--- src/rtl/spi_xfer_pkg.sv ---
package spi_xfer_pkg;

    localparam int unsigned BYTE_W         = 8;
    localparam int unsigned EDGES_PER_BYTE = 2 * BYTE_W;

    typedef enum logic [2:0] {
        XS_IDLE,
        XS_LEAD,
        XS_LOAD,
        XS_SHIFT,
        XS_TRAIL
    } xfer_state_e;

    // settings captured at the start of a burst
    typedef struct packed {
        logic cpha;
        logic cpol;
        logic lsb_first;
        logic rx_discard;
    } xfer_mode_t;

endpackage

--- src/rtl/spi_xfer_ctrl.sv ---
module spi_xfer_ctrl
    import spi_xfer_pkg::*;
#(
    parameter int unsigned CNT_W = 24
) (
    input  logic                clk,
    input  logic                rst_n,
    input  logic                bus_en,
    input  logic                start,
    input  xfer_mode_t          mode_in,
    input  logic [CNT_W-1:0]    burst_len,
    input  logic [CNT_W-1:0]    tx_len,
    input  logic                half_tick,
    input  logic                tx_valid,
    input  logic [BYTE_W-1:0]   tx_data,
    output logic                busy,
    output logic                done,
    output xfer_mode_t          mode_q,
    output logic                sck_toggled,
    output logic                tx_pop,
    output logic                sh_load,
    output logic [BYTE_W-1:0]   sh_load_byte,
    output logic                sh_drive,
    output logic                sh_sample,
    output logic                rx_push
);

    localparam int unsigned EDGE_W = $clog2(EDGES_PER_BYTE + 1);
    localparam logic [EDGE_W-1:0] LAST_EDGE = EDGE_W'(EDGES_PER_BYTE);

    typedef struct packed {
        xfer_state_e        st;
        logic [CNT_W-1:0]   idx;
        logic [CNT_W-1:0]   burst;
        logic [CNT_W-1:0]   txn;
        logic [EDGE_W-1:0]  edge_n;
        logic               sck;
        xfer_mode_t         mode;
        logic               done;
    } ctrl_t;

    ctrl_t ctrl_d, ctrl_q;

    logic              need_tx;
    logic [EDGE_W-1:0] edge_nx;
    logic              leading;

    always_comb begin
        ctrl_d       = ctrl_q;
        ctrl_d.done  = 1'b0;
        tx_pop       = 1'b0;
        sh_load      = 1'b0;
        sh_load_byte = '0;
        sh_drive     = 1'b0;
        sh_sample    = 1'b0;
        rx_push      = 1'b0;
        need_tx      = (ctrl_q.idx < ctrl_q.txn);
        edge_nx      = ctrl_q.edge_n + EDGE_W'(1);
        leading      = edge_nx[0];

        unique case (ctrl_q.st)
            XS_IDLE: begin
                if (start && bus_en) begin
                    if (burst_len == '0) begin
                        ctrl_d.done = 1'b1;
                    end else begin
                        ctrl_d.st    = XS_LEAD;
                        ctrl_d.idx   = '0;
                        ctrl_d.burst = burst_len;
                        ctrl_d.txn   = tx_len;
                        ctrl_d.mode  = mode_in;
                        ctrl_d.sck   = 1'b0;
                    end
                end
            end
            XS_LEAD: begin
                if (half_tick) begin
                    ctrl_d.st = XS_LOAD;
                end
            end
            XS_LOAD: begin
                if (!need_tx || tx_valid) begin
                    sh_load       = 1'b1;
                    tx_pop        = need_tx;
                    sh_load_byte  = need_tx ? tx_data : '0;
                    ctrl_d.edge_n = '0;
                    ctrl_d.st     = XS_SHIFT;
                end
            end
            XS_SHIFT: begin
                if (half_tick) begin
                    ctrl_d.sck    = ~ctrl_q.sck;
                    ctrl_d.edge_n = edge_nx;
                    if (ctrl_q.mode.cpha) begin
                        sh_drive  = leading;
                        sh_sample = !leading;
                    end else begin
                        sh_sample = leading;
                        sh_drive  = !leading && (edge_nx != LAST_EDGE);
                    end
                    if (edge_nx == LAST_EDGE) begin
                        rx_push = !ctrl_q.mode.rx_discard;
                        if (ctrl_q.idx + CNT_W'(1) == ctrl_q.burst) begin
                            ctrl_d.st = XS_TRAIL;
                        end else begin
                            ctrl_d.idx = ctrl_q.idx + CNT_W'(1);
                            ctrl_d.st  = XS_LOAD;
                        end
                    end
                end
            end
            XS_TRAIL: begin
                if (half_tick) begin
                    ctrl_d.st   = XS_IDLE;
                    ctrl_d.done = 1'b1;
                end
            end
            default: ctrl_d.st = XS_IDLE;
        endcase
    end

    always_ff @(posedge clk or negedge rst_n) begin
        if (!rst_n) begin
            ctrl_q <= '{st: XS_IDLE, idx: '0, burst: '0, txn: '0, edge_n: '0,
                        sck: 1'b0, mode: '0, done: 1'b0};
        end else begin
            ctrl_q <= ctrl_d;
        end
    end

    assign busy        = (ctrl_q.st != XS_IDLE);
    assign done        = ctrl_q.done;
    assign mode_q      = ctrl_q.mode;
    assign sck_toggled = ctrl_q.sck;

endmodule

--- src/rtl/spi_xfer_shifter.sv ---
module spi_xfer_shifter
    import spi_xfer_pkg::*;
(
    input  logic              clk,
    input  logic              rst_n,
    input  logic              cpha,
    input  logic              lsb_first,
    input  logic              load,
    input  logic [BYTE_W-1:0] load_byte,
    input  logic              drive,
    input  logic              sample,
    input  logic              miso,
    output logic              mosi,
    output logic [BYTE_W-1:0] rx_word
);

    typedef struct packed {
        logic [BYTE_W-1:0] tx;
        logic [BYTE_W-1:0] rx;
        logic              mosi;
    } shift_t;

    shift_t sh_d, sh_q;
    logic [BYTE_W-1:0] rx_next;

    function automatic logic head_bit(input logic [BYTE_W-1:0] b, input logic lsb);
        return lsb ? b[0] : b[BYTE_W-1];
    endfunction

    function automatic logic [BYTE_W-1:0] advance(input logic [BYTE_W-1:0] b, input logic lsb);
        return lsb ? (b >> 1) : (b << 1);
    endfunction

    always_comb begin
        sh_d    = sh_q;
        rx_next = lsb_first ? {miso, sh_q.rx[BYTE_W-1:1]}
                            : {sh_q.rx[BYTE_W-2:0], miso};
        if (load) begin
            if (cpha) begin
                sh_d.tx = load_byte;
            end else begin
                sh_d.mosi = head_bit(load_byte, lsb_first);
                sh_d.tx   = advance(load_byte, lsb_first);
            end
        end else if (drive) begin
            sh_d.mosi = head_bit(sh_q.tx, lsb_first);
            sh_d.tx   = advance(sh_q.tx, lsb_first);
        end
        if (sample) begin
            sh_d.rx = rx_next;
        end
    end

    always_ff @(posedge clk or negedge rst_n) begin
        if (!rst_n) begin
            sh_q <= '0;
        end else begin
            sh_q <= sh_d;
        end
    end

    assign mosi    = sh_q.mosi;
    assign rx_word = sample ? rx_next : sh_q.rx;

endmodule

--- src/rtl/spi_xfer_cs.sv ---
module spi_xfer_cs #(
    parameter int unsigned NUM_CS = 4,
    parameter int unsigned SEL_W  = 2
) (
    input  logic [SEL_W-1:0]  cs_sel,
    input  logic              cs_manual,
    input  logic              cs_level,
    input  logic              frame,
    output logic [NUM_CS-1:0] cs_n
);

    for (genvar g = 0; g < NUM_CS; g++) begin : g_line
        always_comb begin
            if (cs_sel == SEL_W'(g)) begin
                cs_n[g] = cs_manual ? cs_level : !frame;
            end else begin
                cs_n[g] = 1'b1;
            end
        end
    end

endmodule

--- src/rtl/spi_xfer_engine.sv ---
module spi_xfer_engine
    import spi_xfer_pkg::*;
#(
    parameter int unsigned CNT_W  = 24,
    parameter int unsigned NUM_CS = 4,
    parameter int unsigned SEL_W  = (NUM_CS > 1) ? $clog2(NUM_CS) : 1
) (
    input  logic              clk,
    input  logic              rst_n,
    input  logic              bus_en,
    input  logic              start,
    input  logic              cpha,
    input  logic              cpol,
    input  logic              lsb_first,
    input  logic              rx_discard,
    input  logic [SEL_W-1:0]  cs_sel,
    input  logic              cs_manual,
    input  logic              cs_level,
    input  logic [CNT_W-1:0]  burst_len,
    input  logic [CNT_W-1:0]  tx_len,
    input  logic              half_tick,
    output logic              busy,
    output logic              done,
    input  logic [7:0]        tx_data,
    input  logic              tx_valid,
    output logic              tx_pop,
    output logic [7:0]        rx_data,
    output logic              rx_push,
    output logic              sclk,
    output logic              mosi,
    input  logic              miso,
    output logic [NUM_CS-1:0] cs_n
);

    xfer_mode_t        mode_in, mode_q;
    logic              sck_toggled;
    logic              sh_load, sh_drive, sh_sample;
    logic [BYTE_W-1:0] sh_load_byte;

    assign mode_in = '{cpha: cpha, cpol: cpol, lsb_first: lsb_first, rx_discard: rx_discard};

    spi_xfer_ctrl #(.CNT_W(CNT_W)) i_ctrl (
        .clk          (clk),
        .rst_n        (rst_n),
        .bus_en       (bus_en),
        .start        (start),
        .mode_in      (mode_in),
        .burst_len    (burst_len),
        .tx_len       (tx_len),
        .half_tick    (half_tick),
        .tx_valid     (tx_valid),
        .tx_data      (tx_data),
        .busy         (busy),
        .done         (done),
        .mode_q       (mode_q),
        .sck_toggled  (sck_toggled),
        .tx_pop       (tx_pop),
        .sh_load      (sh_load),
        .sh_load_byte (sh_load_byte),
        .sh_drive     (sh_drive),
        .sh_sample    (sh_sample),
        .rx_push      (rx_push)
    );

    spi_xfer_shifter i_shift (
        .clk       (clk),
        .rst_n     (rst_n),
        .cpha      (mode_q.cpha),
        .lsb_first (mode_q.lsb_first),
        .load      (sh_load),
        .load_byte (sh_load_byte),
        .drive     (sh_drive),
        .sample    (sh_sample),
        .miso      (miso),
        .mosi      (mosi),
        .rx_word   (rx_data)
    );

    spi_xfer_cs #(.NUM_CS(NUM_CS), .SEL_W(SEL_W)) i_cs (
        .cs_sel    (cs_sel),
        .cs_manual (cs_manual),
        .cs_level  (cs_level),
        .frame     (busy),
        .cs_n      (cs_n)
    );

    // idle level follows cpol only once the bus is enabled
    assign sclk = busy ? (mode_q.cpol ^ sck_toggled) : (bus_en & cpol);

endmodule

--- config.mk ---
export PLATFORM = sky130hd
export DESIGN_NAME = spi_xfer_engine
export DESIGN_NICKNAME = d
export VERILOG_FILES = /design/src/rtl/spi_xfer_pkg.sv /design/src/rtl/spi_xfer_ctrl.sv /design/src/rtl/spi_xfer_shifter.sv /design/src/rtl/spi_xfer_cs.sv /design/src/rtl/spi_xfer_engine.sv
export SDC_FILE = /design/constraint.sdc
export NUM_CORES = 1
export LEC_CHECK = 0
export ABC_AREA = 1
export ABC_CLOCK_PERIOD_IN_PS = 2400
export BUFFER_PORTS_ARGS = -buffer_cell sky130_fd_sc_hd__clkbuf_2
export CAP_MARGIN = 10
export CORE_AREA = 4 4 121 123
export DETAILED_ROUTE_END_ITERATION = 6
export DIE_AREA = 0 0 125 127
export GPL_ROUTABILITY_DRIVEN = 1
export PLACE_DENSITY_LB_ADDON = 0.25
export SYNTH_ARGS = -nofsm -noshare
export SYNTH_HDL_FRONTEND = slang
export SYNTH_SLANG_ARGS = --single-unit
export TNS_END_PERCENT = 10
--- constraint.sdc ---
create_clock -name clk -period 2.4 [get_ports clk]
set_clock_uncertainty 0.15 [all_clocks]
set_input_delay 0.24 -clock clk [delete_from_list [all_inputs] [get_ports clk]]
set_output_delay 0.24 -clock clk [all_outputs]
set_load 0.05 [all_outputs]
-- After elaboration in Yosys (flattened, before gate mapping)
Cells that the tools add are included.
W data, S select, Z words.
- flip-flop bits (word level): 103
- bits of input ports: 71
- output and inout port bits: 18
- $add $sub $neg: 2
- magnitude comparators: 1
- equal/unequal tests: 19
- muxes and demuxes: 54
- bitwise logic cells: 4
- reductions and logical operators: 20
- operators by type and width (cell ; number):
    $mux W75 ; 2
    $mux W8 ; 10
    $mux W27 ; 2
    $pmux W24 S2 ; 1
    $mux W1 ; 26
    $add A24 B1 Y24 const B ; 1
    $eq A24 B24 Y1 ; 1
    $logic_not A24 Y1 ; 1
    $lt A24 B24 Y1 ; 1
    $mux W24 ; 1
    $pmux W3 S5 ; 1
    $mux W3 ; 4
    $mux W6 ; 2
    $ne A2 B2 Y1 const B ; 6
    $mux W5 ; 2
    $pmux W5 S2 ; 1
    $reduce_and A7 Y1 ; 1
    $eq A3 B2 Y1 const B ; 2
    $ne A2 B1 Y1 const B ; 3
    $reduce_and A3 Y1 ; 2
    $reduce_and A6 Y1 ; 1
    $reduce_bool A2 Y1 ; 3
    $add A5 B1 Y5 const B ; 1
    $eq A5 B5 Y1 const B ; 1
    other kinds (17) ; 24

-- Logic depth before layout (Yosys ltp)
- word-level depth: 8
- depth in mapped cells: 18

-- Modules after synthesis
A second synthesis with hierarchy kept.
- cells, all modules: 1060
- area, all modules: 7000.5 µm²
- modules (own cells, without submodules) (module ; instances ; cells each ; area each (µm²)):
    spi_xfer_ctrl ; 1 ; 858 ; 5773.0
    spi_xfer_shifter ; 1 ; 180 ; 1134.8
    spi_xfer_cs ; 1 ; 15 ; 61.3
    spi_xfer_engine ; 1 ; 7 ; 31.3

-- Worst setup path before layout
No wires, ideal clock.
- path type: flip-flop to output port
- from: reg i_ctrl.ctrl_q[6] (netlist name)
- to: out rx_push
- arrival time: 2.265 ns
- path slack: -0.255 ns
- cell stages (with the launch flop): 7
- path buffers: 0
- cell sequence: dfrtp_1 > ha_1 > nand2_1 > nor2_1 > xnor2_1 > nor3_1 > nor3b_1
- longest elaborated chain between the ends: 5
- ends and longest elaborated chain (element ; RTL line ; source):
    from (decl) ; spi_xfer_ctrl.sv:42 ; ctrl_t ctrl_d, ctrl_q;
    from (signal assigned) ; spi_xfer_ctrl.sv:124 ; ctrl_q <= '{st: XS_IDLE, idx: '0, burst: '0, txn: '0, edge_n: '0,
    from (signal assigned) ; spi_xfer_ctrl.sv:127 ; ctrl_q <= ctrl_d;
    $add A5 B1 Y5 ; spi_xfer_ctrl.sv:58 ; edge_nx = ctrl_q.edge_n + EDGE_W'(1);
    $eq A5 B5 Y1 ; spi_xfer_ctrl.sv:101 ; if (edge_nx == LAST_EDGE) begin
    $mux W1 ; spi_xfer_ctrl.sv:101 ;
    $mux W1 ; spi_xfer_ctrl.sv:91 ; if (half_tick) begin
    $mux W1 ; spi_xfer_ctrl.sv:61 ; unique case (ctrl_q.st)
    to (decl) ; spi_xfer_engine.sv:28 ; output logic rx_push,
No other way between the ends.

-- Final worst setup path
- from: reg i_ctrl.ctrl_q[64] (netlist name)
- to: reg i_ctrl.ctrl_q[61] (netlist name)
- longest elaborated chain between the ends: 4
- ends and longest elaborated chain (element ; RTL line ; source):
    $add A24 B1 Y24 ; spi_xfer_ctrl.sv:103 ; if (ctrl_q.idx + CNT_W'(1) == ctrl_q.burst) begin
    $eq A24 B24 Y1 ; spi_xfer_ctrl.sv:103 ;
    $ne A2 B2 Y1 (no source line) ; -- ;
    $reduce_and A6 Y1 (no source line) ; -- ;
No other way between the ends.
A chain may end at the register's enable or synchronous reset.

==> summary.md <==
| Metric | Value |
|---|---|
| Outcome | `complete, but fails checks` |
| Failing checks | `setup timing` |
| Hold depth | `3` |
| Hpwl dp | `13120 µm` |
| Maximum vdd drop | `546.4 µV` |
| Worst setup margin | `-0.07069 ns` |
| Reg-to-reg critical path startpoint | `i_ctrl.ctrl_q[64]` |
| Post-synth EDFFs | `0` |
| Cells after Synth | `966` |
| Placed insts | `1257` |
| Fmax | `a little over 400 MHz` |
| Antenna-violating nets left | `0` |
| R2R cell count | `16` |
| Comb pwr share | `0.442` |
| Largest net degree at the start of global routing | `~100` |
| Vias per cell | `between 5 and 6` |
| Peak per-stage delay on the critical path | `approximately 0.41 ns` |
| Final antenna diode count | `0` |
| R2r endpoint | `i_ctrl.ctrl_q[61]` |
| Initial Util | `0.4900` |
| Internal power | `4.640 mW` |
| Post-synth top area cell | `dfrtp_1` |
| Psw | `3.221 mW` |
| Router iterations before antenna repair | `6` |
| Min Tclk post-route | `2.471 ns` |
| Crit-path slowest cell | `dfrtp_1` |
| Largest fanout on the critical path | `6` |
| Syn nets | `1062` |
| Post-synth top area share | `0.3849` |
| Design area | `0.009519 mm²` |
| Clock tree buffer depth | `2` |
| Slew headroom | `0.5896` |
| Delay-heaviest family, CP | `simple AND/OR/NAND/NOR gates` |
| Req. time, crit path | `2.55 ns` |
| Final Hold Fails | `0` |
| 1st-iter DRT viols | `625` |
| Seq/Total Area, Yosys | `0.3849` |
| Post-synth ARST share | `1.000` |
| IO Pins | `89` |
| TritonCTS clock tree | `done` |
| Type of the worst setup path | `flop to flop` |
| Worst-margin pin slew | `a little over 0.6 ns` |
| CP startpoint kind | `flop` |
| Tcrit/Tclk final | `1.029` |
| Die Footprint | `0.01588 mm²` |
| Largest cells by area after synthesis | `dfrtp_1, nand2_1, nand3_1, inv_1, o21ai_0` |
| WL per Instance | `14.52 µm` |
| Clock Pin Slew Worst Setup and Hold Paths | `0.08 ns` |
| Aggregate global-route resource usage | `0.2412` |
| H-tree depth | `3` |
| Total Wirelength | `19550 µm` |
| Vias in the first global route | `6705` |
| Synthesized cell area | `0.006696 mm²` |
| Cell repeated most along the worst path | `nor2_4` |
| Post-synth cell types | `37` |
| Placement-stage cell area | `a little under 0.008 mm²` |
| Clock Tree Root | `clkbuf_16` |
| DRC Markers | `0` |
| Area grow syn2layout | `42.15%` |
| Worst-path cell chain | `buf_6 -> nand2_4 -> nor2_4 -> nand2_4 -> nor2_8 -> nand2_2 -> nand3_2 -> nand2_2 -> nor2_4 -> nand3_2 -> nor2_4 -> nand3_4 -> nand2_8 -> clkbuf_16 -> nand2_1 -> nand2_1` |
| Layout cell share with drive strength beyond 1 | `0.3002` |
| Die extent in x | `125 µm` |
| Avg Inst Size Synth | `between 6 and 7 µm²` |
| Initial antenna violation count | `0` |
| Max Cap Violations | `0` |
| Port Buf Inserts | `88` |
| Row count | `43` |
| Final Slew Violations | `0` |
| RSZ-0062 raised after global routing | `yes` |
| CP bufs+invs | `2` |
| Via count | `6947` |
| Sequential Power Share | `0.347` |
| Yosys reg bits | `103` |
| Final Non-Filler Cells | `1346` |
| Leak | `4.756 nW` |
| Crit path DAT | `2.62 ns` |
| Sw Share | `0.4097` |
| Final net count | `1257` |
| Synth warn | `0` |
| Clk network pwr share | `0.211` |
| Hold Path Class | `primary input to flop` |
| Hold_sp | `half_tick` |
| Main flop type after synthesis | `dfrtp_1` |
| Total gr overflow | `0` |
| Placer Congestion | `0.9459` |
| Clock Sinks | `roughly 100` |
| Final setup violation count | `26` |
| Core Area | `0.01367 mm²` |
| Chip height | `127 µm` |
| PwrDens | `825.8 mW/mm²` |
| Worst Hold End | `i_ctrl.done` |
| Reg2Reg Setup Slack | `-0.07 ns` |
| Worst setup EP type | `flop` |
| Clk_lat worst skew | `0.37 ns` |
| Total CTS buffers | `9` |
| First-pass GRT wire length | `31420 µm` |
[layer usage]
| layer | share of wire | GRT usage | up-vias |
|---|---|---|---|
| met1 | 0.45 | 0.3173 | 3229 |
| met2 | 0.47 | 0.4071 | 200 |
| met4 | 0.031 | 0.08355 | 0 |
| met3 | 0.049 | 0.03888 | 42 |
| li1 | - | - | 3476 |
| met5 | 0 | 0 | - |
[cell families (layout without fill, tap and decap cells)]
group | after synthesis | count (layout) | share of synthesized area
AO/OA/AOI/OAI | 105 | 105 | 0.08352
flip-flops | 103 | 103 | 0.3849
XOR/XNOR | 7 | 7 | 0.01140
AND/OR/NAND/NOR | 571 | 571 | 0.3782
adder cells (fa/ha/maj) | 25 | 25 | 0.04671
buffers and inverters | 155 | 355 | 0.09529
[sequential cells by signal (all words and copies together), names as in the netlist]
| signal | count |
|---|---|
| i_ctrl.sck_toggled | 1 |
| i_ctrl.done | 1 |
| i_shift.sh_q | 16 |
| i_ctrl.ctrl_q | 80 |
| i_ctrl.mode_q | 4 |
| i_shift.mosi | 1 |
[layout make-up]
cell class                      instances  area [µm²]
Timing Repair Buffer                  221        1851
Sequential cell                       103        2589
Multi-Input combinational cell        708        4078
Fill cell                            1095        4146
Tap cell                              180       225.2
Inverter                              118       445.4
Clock buffer                           10       239.0
Clock inverter                          6       92.59
[metrics by stage]
stage	setup slack, ns	hold slack (ns)	TNS (ns)	utilization	total power [mW]
final	-0.07069	0.004626	-1.214	0.6966	7.861
after global routing	-0.2025	0.01447	-5.179	0.6966	8.414
after CTS	-0.1450	0.0007056	-0.7149	0.6487	7.452
after detailed placement	-0.07998	0.2103	-1.685	0.5711	5.615
after global placement	-0.04619	0.2083	-0.9851	0.5711	5.554
after floorplan	-0.09591	-0.2056	-0.4170	-	4.680
[cells in the mapped netlist (2+ instances only)]
| library cell | instances |
|---|---|
| buf_2 | 3 |
| nor2_4 | 4 |
| buf_6 | 2 |
| buf_4 | 10 |
| nand4_1 | 19 |
| nand2_1 | 325 |
| nor2_1 | 91 |
| nor2_2 | 3 |
| o211ai_1 | 6 |
| nor4_1 | 2 |
| inv_1 | 115 |
| nor2_8 | 2 |
| nor3_1 | 2 |
| o21ai_0 | 70 |
| a21oi_1 | 18 |
| nand3_1 | 88 |
| or2_2 | 2 |
| nand3_2 | 12 |
| clkbuf_1 | 22 |
| nor3b_1 | 2 |
| nand3b_1 | 11 |
| inv_2 | 2 |
| xnor2_1 | 5 |
| nand2_2 | 6 |
| a31oi_1 | 6 |
| ha_1 | 25 |
| dfrtp_1 | 103 |
[worst reg2reg max path, cell delays in order (launching register included)]
cell,delay (ns)
dfrtp_1,0.41
buf_6,0.14
nand2_4,0.07
nor2_4,0.23
nand2_4,0.13
nor2_8,0.17
nand2_2,0.09
nand3_2,0.08
nand2_2,0.07
nor2_4,0.11
nand3_2,0.10
nor2_4,0.13
nand3_4,0.13
nand2_8,0.13
clkbuf_16,0.16
nand2_1,0.05
nand2_1,0.05
[power by group through the flow]
| stage | Clock [mW] | Sequential, mW | Combinational (mW) |
|---|---|---|---|
| 3_3_place_gp | 0 | 2.70 | 2.85 |
| 6_report | 1.66 | 2.73 | 3.48 |
| 3_5_place_dp | 0 | 2.72 | 2.90 |
| 4_1_cts | 1.68 | 2.69 | 3.08 |
| 5_1_grt | 1.75 | 2.79 | 3.87 |
| 2_1_floorplan | 0 | 2.62 | 2.06 |
[worst max path at each step]
stage	cells after the start	slack, ns	to	startpoint
6_report	16	-0.07	i_ctrl.ctrl_q[61]	i_ctrl.ctrl_q[64]
3_5_place_dp	15	-0.08	i_ctrl.ctrl_q[62]	i_ctrl.ctrl_q[63]
4_1_cts	11	-0.14	tx_pop	i_ctrl.ctrl_q[80]
3_3_place_gp	17	-0.05	i_ctrl.ctrl_q[72]	i_ctrl.ctrl_q[61]
2_1_floorplan	13	-0.1	i_shift.mosi	i_ctrl.ctrl_q[72]
5_1_grt	16	-0.20	i_ctrl.ctrl_q[77]	i_ctrl.ctrl_q[70]
[cell usage in the layout (no fill, tap or decap), types with 2 or more instances in the layout]
| cell type | n |
|---|---|
| ha_1 | 11 |
| nand2_4 | 9 |
| ha_2 | 2 |
| clkbuf_2 | 76 |
| o211ai_1 | 6 |
| buf_12 | 13 |
| a31oi_2 | 5 |
| nor2_1 | 67 |
| nand3_4 | 2 |
| nor2_4 | 14 |
| o21ai_0 | 63 |
| nand2_2 | 26 |
| o21ai_1 | 4 |
| inv_2 | 9 |
| buf_4 | 72 |
| nand2_1 | 296 |
| bufinv_16 | 2 |
| dfrtp_2 | 9 |
| dlygate4sd3_1 | 43 |
| dfrtp_1 | 94 |
| nor2_8 | 2 |
| a21oi_2 | 12 |
| clkbuf_16 | 11 |
| o21ai_2 | 4 |
| or2_2 | 2 |
| xnor2_1 | 4 |
| buf_8 | 2 |
| nor2_2 | 17 |
| ha_4 | 12 |
| a21oi_1 | 7 |
| buf_6 | 11 |
| nand3b_1 | 11 |
| inv_1 | 107 |
| nand3_2 | 24 |
| clkinvlp_4 | 2 |
| nand3_1 | 74 |
| nor4_1 | 2 |
| nand4_1 | 19 |
[what timing repair did]
action                                  in CTS  in global routing
endpoints found under the setup margin      39                 51
setup buffers                               17                 12
hold endpoints to repair                   145                  0
pin swaps                                   27                 42
gates cloned                                 1                  2
gates resized for setup                     51                128
hold buffers                                43                  0
No activity file was read; power rests on OpenSTA's default activity.
